$ cat config.mk
export PLATFORM = sky130hd
export DESIGN_NAME = fht_agu
export DESIGN_NICKNAME = d
export VERILOG_FILES = /design/src/rtl/fht_agu_pkg.sv /design/src/rtl/fht_agu_seq.sv /design/src/rtl/fht_agu_map.sv /design/src/rtl/fht_agu_pipe.sv /design/src/rtl/fht_agu.sv
export SDC_FILE = /design/constraint.sdc
export NUM_CORES = 1
export LEC_CHECK = 0
export BUFFER_PORTS_ARGS = -buffer_cell sky130_fd_sc_hd__buf_2
export CORE_UTILIZATION = 65
export DETAILED_ROUTE_END_ITERATION = 8
export PLACE_DENSITY = 0.84
export SLEW_MARGIN = 20
export SYNTH_ARGS = -nofsm -noshare
export SYNTH_HDL_FRONTEND = slang
export SYNTH_SLANG_ARGS = --single-unit
$ cat constraint.sdc
create_clock -name clk -period 12.72 [get_ports clk]
set_clock_uncertainty 0.15 [all_clocks]
set_input_delay 1.272 -clock clk [delete_from_list [all_inputs] [get_ports clk]]
set_output_delay 1.272 -clock clk [all_outputs]
set_load 0.005 [all_outputs]
$ cat src/rtl/fht_agu_pkg.sv
package fht_agu_pkg;

  // Sequencer phases: idle, start-up warm-up, butterfly issue, pipeline drain
  typedef enum logic [1:0] {
    SEQ_IDLE,
    SEQ_WARM,
    SEQ_ISSUE,
    SEQ_DRAIN
  } seq_state_e;

  // Smallest supported size exponent (four points, one butterfly)
  localparam int unsigned MIN_LOG2N = 2;

  // Width of the host size field
  localparam int unsigned CFG_W = 4;

endpackage

$ cat src/rtl/fht_agu_seq.sv
module fht_agu_seq
  import fht_agu_pkg::*;
#(
  parameter int unsigned MAX_LOG2N = 10,
  parameter int unsigned WARM_CYC  = 3,
  parameter int unsigned DRAIN_CYC = 5
) (
  input  logic                   clk,
  input  logic                   rst_n,
  input  logic                   start,
  input  logic                   pause,
  input  logic [CFG_W-1:0]       cfg_log2n,
  output logic                   busy,
  output logic                   done,
  output logic                   issue,
  output logic [CFG_W-1:0]       log2n_q,
  output logic [CFG_W-1:0]       stage,
  output logic [MAX_LOG2N-3:0]   bfly
);

  localparam int unsigned BW    = MAX_LOG2N - 2;
  localparam int unsigned TMAX  = (WARM_CYC > DRAIN_CYC) ? WARM_CYC : DRAIN_CYC;
  localparam int unsigned TW    = $clog2(TMAX + 1);

  seq_state_e        state;
  logic [TW-1:0]     tmr;
  logic [CFG_W-1:0]  cfg_eff;
  logic [BW-1:0]     last_b;
  logic              last_stage;

  // Clamp the requested size into the supported range
  always_comb begin
    if (cfg_log2n < CFG_W'(MIN_LOG2N))      cfg_eff = CFG_W'(MIN_LOG2N);
    else if (cfg_log2n > CFG_W'(MAX_LOG2N)) cfg_eff = CFG_W'(MAX_LOG2N);
    else                                    cfg_eff = cfg_log2n;
  end

  // Highest butterfly number: low (L-2) bits set
  assign last_b     = ~({BW{1'b1}} << (log2n_q - CFG_W'(MIN_LOG2N)));
  assign last_stage = (stage == log2n_q - CFG_W'(1));

  always_ff @(posedge clk or negedge rst_n) begin
    if (!rst_n) begin
      state   <= SEQ_IDLE;
      tmr     <= '0;
      stage   <= '0;
      bfly    <= '0;
      log2n_q <= CFG_W'(MIN_LOG2N);
      done    <= 1'b0;
    end else if (state == SEQ_IDLE && start) begin
      state   <= SEQ_WARM;
      tmr     <= '0;
      stage   <= '0;
      bfly    <= '0;
      log2n_q <= cfg_eff;
      done    <= 1'b0;
    end else if (!pause) begin
      unique case (state)
        SEQ_WARM: begin
          if (tmr == TW'(WARM_CYC - 1)) begin
            state <= SEQ_ISSUE;
            tmr   <= '0;
          end else begin
            tmr <= tmr + TW'(1);
          end
        end
        SEQ_ISSUE: begin
          if (bfly == last_b) begin
            state <= SEQ_DRAIN;
            bfly  <= '0;
            tmr   <= '0;
          end else begin
            bfly <= bfly + BW'(1);
          end
        end
        SEQ_DRAIN: begin
          if (tmr == TW'(DRAIN_CYC - 1)) begin
            tmr <= '0;
            if (last_stage) begin
              state <= SEQ_IDLE;
              done  <= 1'b1;
            end else begin
              state <= SEQ_ISSUE;
              stage <= stage + CFG_W'(1);
            end
          end else begin
            tmr <= tmr + TW'(1);
          end
        end
        default: ;
      endcase
    end
  end

  assign busy  = (state != SEQ_IDLE);
  assign issue = (state == SEQ_ISSUE);

endmodule

$ cat src/rtl/fht_agu_map.sv
module fht_agu_map
  import fht_agu_pkg::*;
#(
  parameter int unsigned MAX_LOG2N = 10
) (
  input  logic [CFG_W-1:0]      log2n,
  input  logic [CFG_W-1:0]      stage,
  input  logic [MAX_LOG2N-3:0]  bfly,
  output logic                  sw_in,
  output logic                  pack,
  output logic                  sw_out,
  output logic [MAX_LOG2N-3:0]  addr_a,
  output logic [MAX_LOG2N-3:0]  addr_b
);

  localparam int unsigned BW = MAX_LOG2N - 2;

  logic [CFG_W-1:0] sm1, sm2;
  logic [BW-1:0]    rev, rev_sh, qmask;
  logic [BW-1:0]    half, lowm, base, grp, mirror, partner;
  logic             first, odd, last, bit_i, bit_o;

  // Plain bit reversal across the full width, then aligned to L-2 bits
  for (genvar k = 0; k < BW; k++) begin : g_rev
    assign rev[k] = bfly[BW-1-k];
  end
  assign rev_sh = rev >> (CFG_W'(MAX_LOG2N) - log2n);

  assign sm1   = stage - CFG_W'(1);
  assign sm2   = stage - CFG_W'(2);
  assign qmask = ~({BW{1'b1}} << (log2n - CFG_W'(MIN_LOG2N)));
  assign last  = (stage == log2n - CFG_W'(1));

  // Group geometry; all arithmetic is modulo 2^BW, a multiple of Q
  assign half    = BW'(1) << sm1;
  assign lowm    = half - BW'(1);
  assign first   = ((bfly & lowm) == '0);
  assign odd     = |(bfly & half);
  assign base    = bfly & ~half;
  assign grp     = base >> sm1;
  assign mirror  = ((grp + BW'(1)) << stage) - base;
  assign partner = first ? (base + half) : mirror;

  assign bit_i = |((bfly >> sm2) & BW'(1));
  assign bit_o = |((bfly >> sm1) & BW'(1));

  always_comb begin
    if (stage == '0) begin
      sw_in  = 1'b0;
      sw_out = 1'b1;
      pack   = 1'b1;
      addr_a = rev_sh;
      addr_b = rev_sh;
    end else begin
      sw_in  = (stage == CFG_W'(1)) ? 1'b1 : bit_i;
      sw_out = bit_o;
      pack   = (stage == CFG_W'(1) || last) ? 1'b1 : first;
      if (odd) begin
        addr_a = partner & qmask;
        addr_b = base & qmask;
      end else begin
        addr_a = base & qmask;
        addr_b = partner & qmask;
      end
    end
  end

endmodule

$ cat src/rtl/fht_agu_pipe.sv
module fht_agu_pipe #(
  parameter int unsigned W     = 8,
  parameter int unsigned DEPTH = 5
) (
  input  logic         clk,
  input  logic         rst_n,
  input  logic         en,
  input  logic [W-1:0] d,
  output logic [W-1:0] q
);

  logic [W-1:0] stg [DEPTH];

  for (genvar k = 0; k < DEPTH; k++) begin : g_stg
    if (k == 0) begin : g_head
      always_ff @(posedge clk or negedge rst_n) begin
        if (!rst_n)  stg[k] <= '0;
        else if (en) stg[k] <= d;
      end
    end else begin : g_body
      always_ff @(posedge clk or negedge rst_n) begin
        if (!rst_n)  stg[k] <= '0;
        else if (en) stg[k] <= stg[k-1];
      end
    end
  end

  assign q = stg[DEPTH-1];

endmodule

$ cat src/rtl/fht_agu.sv
module fht_agu
  import fht_agu_pkg::*;
#(
  parameter int unsigned MAX_LOG2N = 10,
  parameter int unsigned WARM_CYC  = 3,
  parameter int unsigned PIPE_LAT  = 5
) (
  input  logic                 clk,
  input  logic                 rst_n,
  input  logic [3:0]           cfg_log2n,
  input  logic                 start,
  input  logic                 pause,
  output logic                 busy,
  output logic                 done,
  output logic                 rd_valid,
  output logic [MAX_LOG2N-3:0] rd_addr,
  output logic                 rd_bank,
  output logic                 wr_valid,
  output logic                 wr_swap_in,
  output logic                 wr_pack,
  output logic                 wr_swap_out,
  output logic [MAX_LOG2N-3:0] wr_addr_a,
  output logic [MAX_LOG2N-3:0] wr_addr_b,
  output logic                 wr_bank
);

  localparam int unsigned BW = MAX_LOG2N - 2;
  localparam int unsigned PW = 5 + 2 * BW;

  logic             issue;
  logic [CFG_W-1:0] log2n_q, stage;
  logic [BW-1:0]    bfly, a_now, b_now;
  logic             swi_now, pk_now, swo_now;
  logic [PW-1:0]    bundle_in, bundle_out;

  fht_agu_seq #(
    .MAX_LOG2N (MAX_LOG2N),
    .WARM_CYC  (WARM_CYC),
    .DRAIN_CYC (PIPE_LAT)
  ) u_seq (
    .clk       (clk),
    .rst_n     (rst_n),
    .start     (start),
    .pause     (pause),
    .cfg_log2n (cfg_log2n),
    .busy      (busy),
    .done      (done),
    .issue     (issue),
    .log2n_q   (log2n_q),
    .stage     (stage),
    .bfly      (bfly)
  );

  fht_agu_map #(
    .MAX_LOG2N (MAX_LOG2N)
  ) u_map (
    .log2n  (log2n_q),
    .stage  (stage),
    .bfly   (bfly),
    .sw_in  (swi_now),
    .pack   (pk_now),
    .sw_out (swo_now),
    .addr_a (a_now),
    .addr_b (b_now)
  );

  assign rd_valid = issue & ~pause;
  assign rd_addr  = bfly;
  assign rd_bank  = stage[0];

  assign bundle_in = {rd_valid, swi_now, pk_now, swo_now, ~stage[0], a_now, b_now};

  fht_agu_pipe #(
    .W     (PW),
    .DEPTH (PIPE_LAT)
  ) u_pipe (
    .clk   (clk),
    .rst_n (rst_n),
    .en    (~pause),
    .d     (bundle_in),
    .q     (bundle_out)
  );

  assign wr_valid    = bundle_out[PW-1] & ~pause;
  assign wr_swap_in  = bundle_out[PW-2];
  assign wr_pack     = bundle_out[PW-3];
  assign wr_swap_out = bundle_out[PW-4];
  assign wr_bank     = bundle_out[PW-5];
  assign wr_addr_a   = bundle_out[2*BW-1:BW];
  assign wr_addr_b   = bundle_out[BW-1:0];

endmodule

Yosys cells after proc, flatten, opt, wreduce, memory -nomap -nowiden
Cells that the tools add are included.
Word-level totals
  flip-flop bits (word level): 127
  word-level logic and storage cells: 112
  input bits: 8
Cells by class
  bitwise gates (word level): 11
  multiplexer cells: 39
  magnitude comparators: 2
  reduce and logical (&&, ||, !) cells: 17
  shift operators: 7
  $add $sub $neg: 12
  equality and inequality tests: 13
Operators with widths (count)
  $mux 8: 9
  $and 8x8->8: 5
  $mux 4: 7
  $add 8x1->8 const B: 2
  $not 8->8: 2
  $shr 8x4->1: 2
  $shr 8x4->8: 2
  $mux 3: 5
  $mux 2: 6
  $mux 1: 10
  $reduce_bool 2->1: 5
  $ne 3x1->1 const B: 3
  $pmux 3 s3: 1
  $add 8x8->8: 1
  $eq 8x8->1: 1
  $logic_not 8->1: 1
  $reduce_and 4->1: 2
  $reduce_or 8->1: 1
  $shl 1x4->8 const A: 1
  $shl 8x4->8: 1
  $shl 8x4->8 const A: 1
  $sub 4x1->4 const B: 2
  $sub 4x2->4 const B: 2
  $sub 8x1->8 const B: 1
  other kinds (25): 28

Longest topological paths before layout
  word-level depth: 12
  gate-level depth with buffers: 26
  depth with buffers taken out: 24

Cells and area by module
A second synthesis with hierarchy kept.
Unflattened totals
  cells, all modules: 831
  area, all modules: 8501.9 um^2
Modules (own cells, without submodules)
  fht_agu_pipe: sequential area each 2627.5 um^2, area an instance 4306.6 um^2, cells an instance 243, times used 1
  fht_agu_map: sequential area each 0.0 um^2, area an instance 2612.5 um^2, cells an instance 418, times used 1
  fht_agu_seq: sequential area each 551.8 um^2, area an instance 1562.7 um^2, cells an instance 166, times used 1
  fht_agu: sequential area each 0.0 um^2, area an instance 20.0 um^2, cells an instance 4, times used 1

Least setup slack after synthesis
OpenSTA, ideal clock, no wires.
  kind: reg-to-reg
  start point: register u_seq.stage[0]
  end point: register u_pipe.stg[91] in the netlist's numbering
  cell stages (with the launch flop): 26
  path buffers: 2
  data arrival time: 5.676 ns
  path slack: 6.830 ns
  clock period less this slack: 5.890 ns
  setup time: 0.064 ns
  data required time: 12.506 ns
  cell sequence: dfrtp_1 clkinv_1 buf_2 ha_1 xor2_1 buf_4 nand2_1 o21ai_2 mux2_2 o32ai_1 or2_2 ha_1 nand2_1 o21ai_1 mux2_1 mux2_2 o21a_1 ha_1 a21boi_0 o21ai_0 a21oi_1 or3_1 and2_1 or3_1 a211oi_2 or3_1
Between the ends
  longest elaborated chain between the ends: 12
  elaborated cells on any way between the ends: 20
  those cells by class: add/sub (5); shift (3); mux (3); bitwise (6); reduce/logical (3)
Ends and longest elaborated chain
  start, declared: line fht_agu_seq.sv:17  | output logic [CFG_W-1:0] stage,
  start signal, assigned: line fht_agu_seq.sv:84  | stage <= stage + CFG_W'(1);
  $sub 4x1->4: line fht_agu_map.sv:29  | assign sm1 = stage - CFG_W'(1);
  $shl 1x4->8: line fht_agu_map.sv:35  | assign half = BW'(1) << sm1;
  $not 8->8: line fht_agu_map.sv:39  | assign base = bfly & ~half;
  $and 8x8->8: line fht_agu_map.sv:39
  $shr 8x4->8: line fht_agu_map.sv:40  | assign grp = base >> sm1;
  $add 8x1->8: line fht_agu_map.sv:41  | assign mirror = ((grp + BW'(1)) << stage) - base;
  $shl 8x4->8: line fht_agu_map.sv:41
  $sub 8x8->8: line fht_agu_map.sv:41
  $mux 8: line fht_agu_map.sv:42  | assign partner = first ? (base + half) : mirror;
  $and 8x8->8: line fht_agu_map.sv:63  | addr_b = partner & qmask;
  $mux 8: line fht_agu_map.sv:58  | if (odd) begin
  $mux 8 *: line fht_agu_map.sv:48  | if (stage == '0) begin
  end signal, assigned by index: line fht_agu_pipe.sv:17  | if (!rst_n) stg[k] <= '0;
  end signal, assigned by index: line fht_agu_pipe.sv:18  | else if (en) stg[k] <= d;
  end, declared: line fht_agu_pipe.sv:12  | logic [W-1:0] stg [DEPTH];
Mark *: on every way between the ends. The rest lies on a longest branch, timed or not.
A chain may end at the register's enable or synchronous reset.

Worst setup path in the final report
  start point: register u_seq.stage[2]
  end point: register u_pipe.stg[91] in the netlist's numbering
The elaborated chain is that of the path after synthesis.

==> flow_metrics.env <==
export IMPL_crit_family="compound AO/OA/AOI/OAI gates"
export IMPL_route_detailed_drc=0
export IMPL_power_density_mw_per_mm2=237.6
export IMPL_post_cts_buffers=0
export IMPL_die_w_um=114.8
export IMPL_critPathRequiredTime_ns=12.93
export IMPL_synth_distinct_cells=80
export IMPL_routed_wl_um=19720
export IMPL_placedInstanceArea_mm2=0.008396
export IMPL_worst_slack_ns=5.801
export IMPL_maxSlewHeadroom=0.4399
export IMPL_postLayoutCellArea_mm2=0.009021
export IMPL_ant_nets=0
export IMPL_synth_seq_cells=127
export IMPL_routedWlPerCell_um=19.28
export IMPL_crit_chain="clkinv_1 -> ha_1 -> a21boi_4 -> xnor2_4 -> o21ai_1 -> mux2_2 -> o32ai_1 -> or2_2 -> ha_1 -> xor2_1 -> mux2_2 -> mux2i_1 -> nor3_1 -> ha_1 -> o21ai_0 -> a21boi_0 -> o21ai_0 -> a21oi_1 -> or3_1 -> and2_1 -> or3_1 -> a211oi_2 -> or3_1"
export IMPL_ios=41
export IMPL_drtPass1Iterations=5
export IMPL_finalHoldViolations=0
export IMPL_die_area_mm2=0.01318
export IMPL_avgSynthCellArea_um2=9.741
export IMPL_cts_tree="yes"
export IMPL_clk_latency_ns=0.42
export IMPL_leakagePower_nw=3.894
export IMPL_period_share=0.5439
export IMPL_cts_sinks=127
export IMPL_path_clk_slew_ns=0.06
export IMPL_met1Wirelength_um=8247
export IMPL_cts_htree_levels=4
export IMPL_layout_drive_gt1_share=0.2257
export IMPL_core_area_mm2=0.01221
export IMPL_ys_seq_area_frac=0.3844
export IMPL_worstSetupPathType="reg2reg"
export IMPL_vias=6567
export IMPL_slowest_delay_ns=0.71
export IMPL_cts_buffers=17
export IMPL_cts_max_path_buffers=2
export IMPL_cp_slowest_cell="dfrtp_1"
export IMPL_cts_root_buf="clkbuf_16"
export IMPL_overflow=0
export IMPL_globalplace_congestion=0.9573
export IMPL_crit_fanout=16
export IMPL_antenna_found_initial=0
export IMPL_hold_class="reg2reg"
export IMPL_top_layer="met4"
export IMPL_drv_cap=0
export IMPL_tns_ns=0
export IMPL_peakVddDrop_mv=0.1376
export IMPL_outcome="finished clean"
export IMPL_regArea_mm2=0.003179
export IMPL_nFillCells=883
export IMPL_grt_use_total=0.3200
export IMPL_async_flop_share=1.000
export IMPL_io_buffers=40
export IMPL_grt_pass1_wl_um=32440
export IMPL_finalPower_mw=2.144
export IMPL_dr_wl_met2_um=9663
export IMPL_wl_met3_um=1337
export IMPL_syn_inst=849
export IMPL_grt_max_degree=72
export IMPL_yosysWarnings=0
export IMPL_post_route_util=0.7387
export IMPL_netlist_area_mm2=0.008270
export IMPL_min_period_ns=6.919
export IMPL_finalHoldWorstSlack_ns=0.3355
export IMPL_worst_pin_slew_ns=0.8402
export IMPL_syn_num_nets=893
export IMPL_layoutNonFillerInstCount=1023
export IMPL_cts_resized=0
export IMPL_start_kind="register"
export IMPL_dp_slack_ns=5.598
export IMPL_final_setup_viol_count=0
export IMPL_chipHeight_um=114.8
export IMPL_critPathCaptureType="register"
export IMPL_timing_fmax_mhz=144.5
export IMPL_drt_iter0_drc=497
export IMPL_synth_ff_type="dfrtp_1"
export IMPL_rsz0062_at_grt="no"
export IMPL_grt_pass1_vias=6580
export IMPL_holdBufCountCts=0
export IMPL_critPathBufInv=1
export IMPL_diodes=0
export IMPL_synth_edf_count=0
export IMPL_drv_slew=0
export IMPL_multiInputGateArea_mm2=0.004606
export IMPL_vias_per_cell=6.419
export IMPL_num_rows=40
export IMPL_initial_core_util=0.6773
export IMPL_hpwlAfterDp_um=13590
export IMPL_place_inst=993
export IMPL_worst_ep_arrival_time_ns=7.13
export IMPL_fin_nets=888
export IMPL_syn_to_final_growth_pct=9.077
synthesized netlist by cell type (6+ instances only):
library cell  instances  share of area
a21oi_1              35          0.021
a2bb2oi_1             7         0.0074
a311oi_1              6         0.0064
a31oi_1               6         0.0045
and2_1                6         0.0045
buf_2                 9         0.0054
buf_4                17          0.015
clkbuf_1             40          0.018
dfrtp_1             126           0.38
ha_1                 35          0.053
inv_1                37          0.017
mux2_2               86           0.12
mux2i_1              11          0.013
mux4_2               10          0.027
nand2_1              76          0.034
nand3_1              26          0.016
nand4_1               7         0.0053
nor2_1               44          0.020
nor2b_1               9         0.0068
nor3_1               24          0.015
o211ai_1             11          0.010
o21ai_0              62          0.038
o21ai_1              10         0.0061
or3_1                 6         0.0045
xnor2_1              27          0.029
xor2_1               10          0.011
cell usage in the layout (no fill, tap or decap), types with 4 or more instances in the layout:
master | synthesis | routed
mux4_2 | 10 | 10
o21ai_1 | 10 | 10
xnor2_1 | 27 | 25
clkbuf_16 | 0 | 17
nand3_1 | 26 | 26
mux2i_1 | 11 | 11
buf_4 | 17 | 9
a311oi_1 | 6 | 5
nand4_1 | 7 | 7
dfrtp_1 | 126 | 126
nor3_1 | 24 | 24
a21oi_1 | 35 | 35
bufinv_16 | 0 | 4
inv_1 | 37 | 37
o31ai_1 | 5 | 5
mux2_2 | 86 | 86
nor2b_1 | 9 | 9
a221oi_1 | 4 | 4
ha_1 | 35 | 35
or3_1 | 6 | 6
a21o_1 | 5 | 5
a21boi_0 | 4 | 4
o211ai_1 | 11 | 11
o21ai_0 | 62 | 62
buf_2 | 9 | 38
o22ai_1 | 5 | 5
nor3b_1 | 4 | 4
xor2_1 | 10 | 10
o21a_1 | 5 | 5
nor2_1 | 44 | 44
a31oi_1 | 6 | 6
nand2b_1 | 5 | 5
nand2_1 | 76 | 76
and2_1 | 6 | 6
a2bb2oi_1 | 7 | 7
state kept, by name (all words and copies together), names as in the netlist:
signal / cells
u_seq.state: 2
u_seq.bfly: 8
u_seq.stage: 4
u_seq.tmr: 3
u_pipe.stg: 84
u_seq.log2n_q: 4
u_pipe.q: 21
u_seq.done: 1
worst paths after layout:
kind                                 from  slack, ns              to  depth (start not counted)
min in group asynchronous           rst_n       0.75  u_pipe.stg[22]                          1
hold reg to reg            u_pipe.stg[84]       0.34  u_pipe.stg[84]                          1
max in group asynchronous           rst_n      10.36  u_pipe.stg[26]                          2
setup reg to reg           u_seq.stage[2]       5.80  u_pipe.stg[91]                         23
setup / recovery           u_seq.stage[2]       5.80  u_pipe.stg[91]                         23
hold / removal             u_pipe.stg[84]       0.34  u_pipe.stg[84]                          1
where the power goes:
part,internal (mW),total [mW],switching (mW)
clock,0.332,0.502,0.170
sequential,0.551,0.663,0.112
combinational,0.402,0.979,0.577
total,1.28,2.14,0.859
area by class of cell:
cell class | instances | area share
clock buffer | 21 | 0.04993
clock inverter | 9 | 0.01775
inverter | 42 | 0.01748
multi-input combinational | 609 | 0.5105
sequential | 127 | 0.3524
tap | 168 | 0.02330
timing repair buffer | 47 | 0.02857
metal layers:
| layer | track usage | up-vias |
|---|---|---|
| met3 | 0.06589 | 44 |
| met4 | 0.1411 | 0 |
| met5 | 0 | - |
| met2 | 0.5422 | 257 |
| li1 | - | 3029 |
| met1 | 0.3980 | 3237 |
kinds of logic after synthesis:
| group | synth area share |
|---|---|
| and+or+nand+nor | 0.1272 |
| AOI/OAI and AO/OA | 0.1698 |
| DFF | 0.3844 |
| buffers and inverters | 0.06127 |
| muxes | 0.1590 |
| xor gates and xnor gates | 0.04251 |
| adders and majority gates | 0.05537 |
| other | 0.0004534 |
Power figures use the tool's default switching activity.
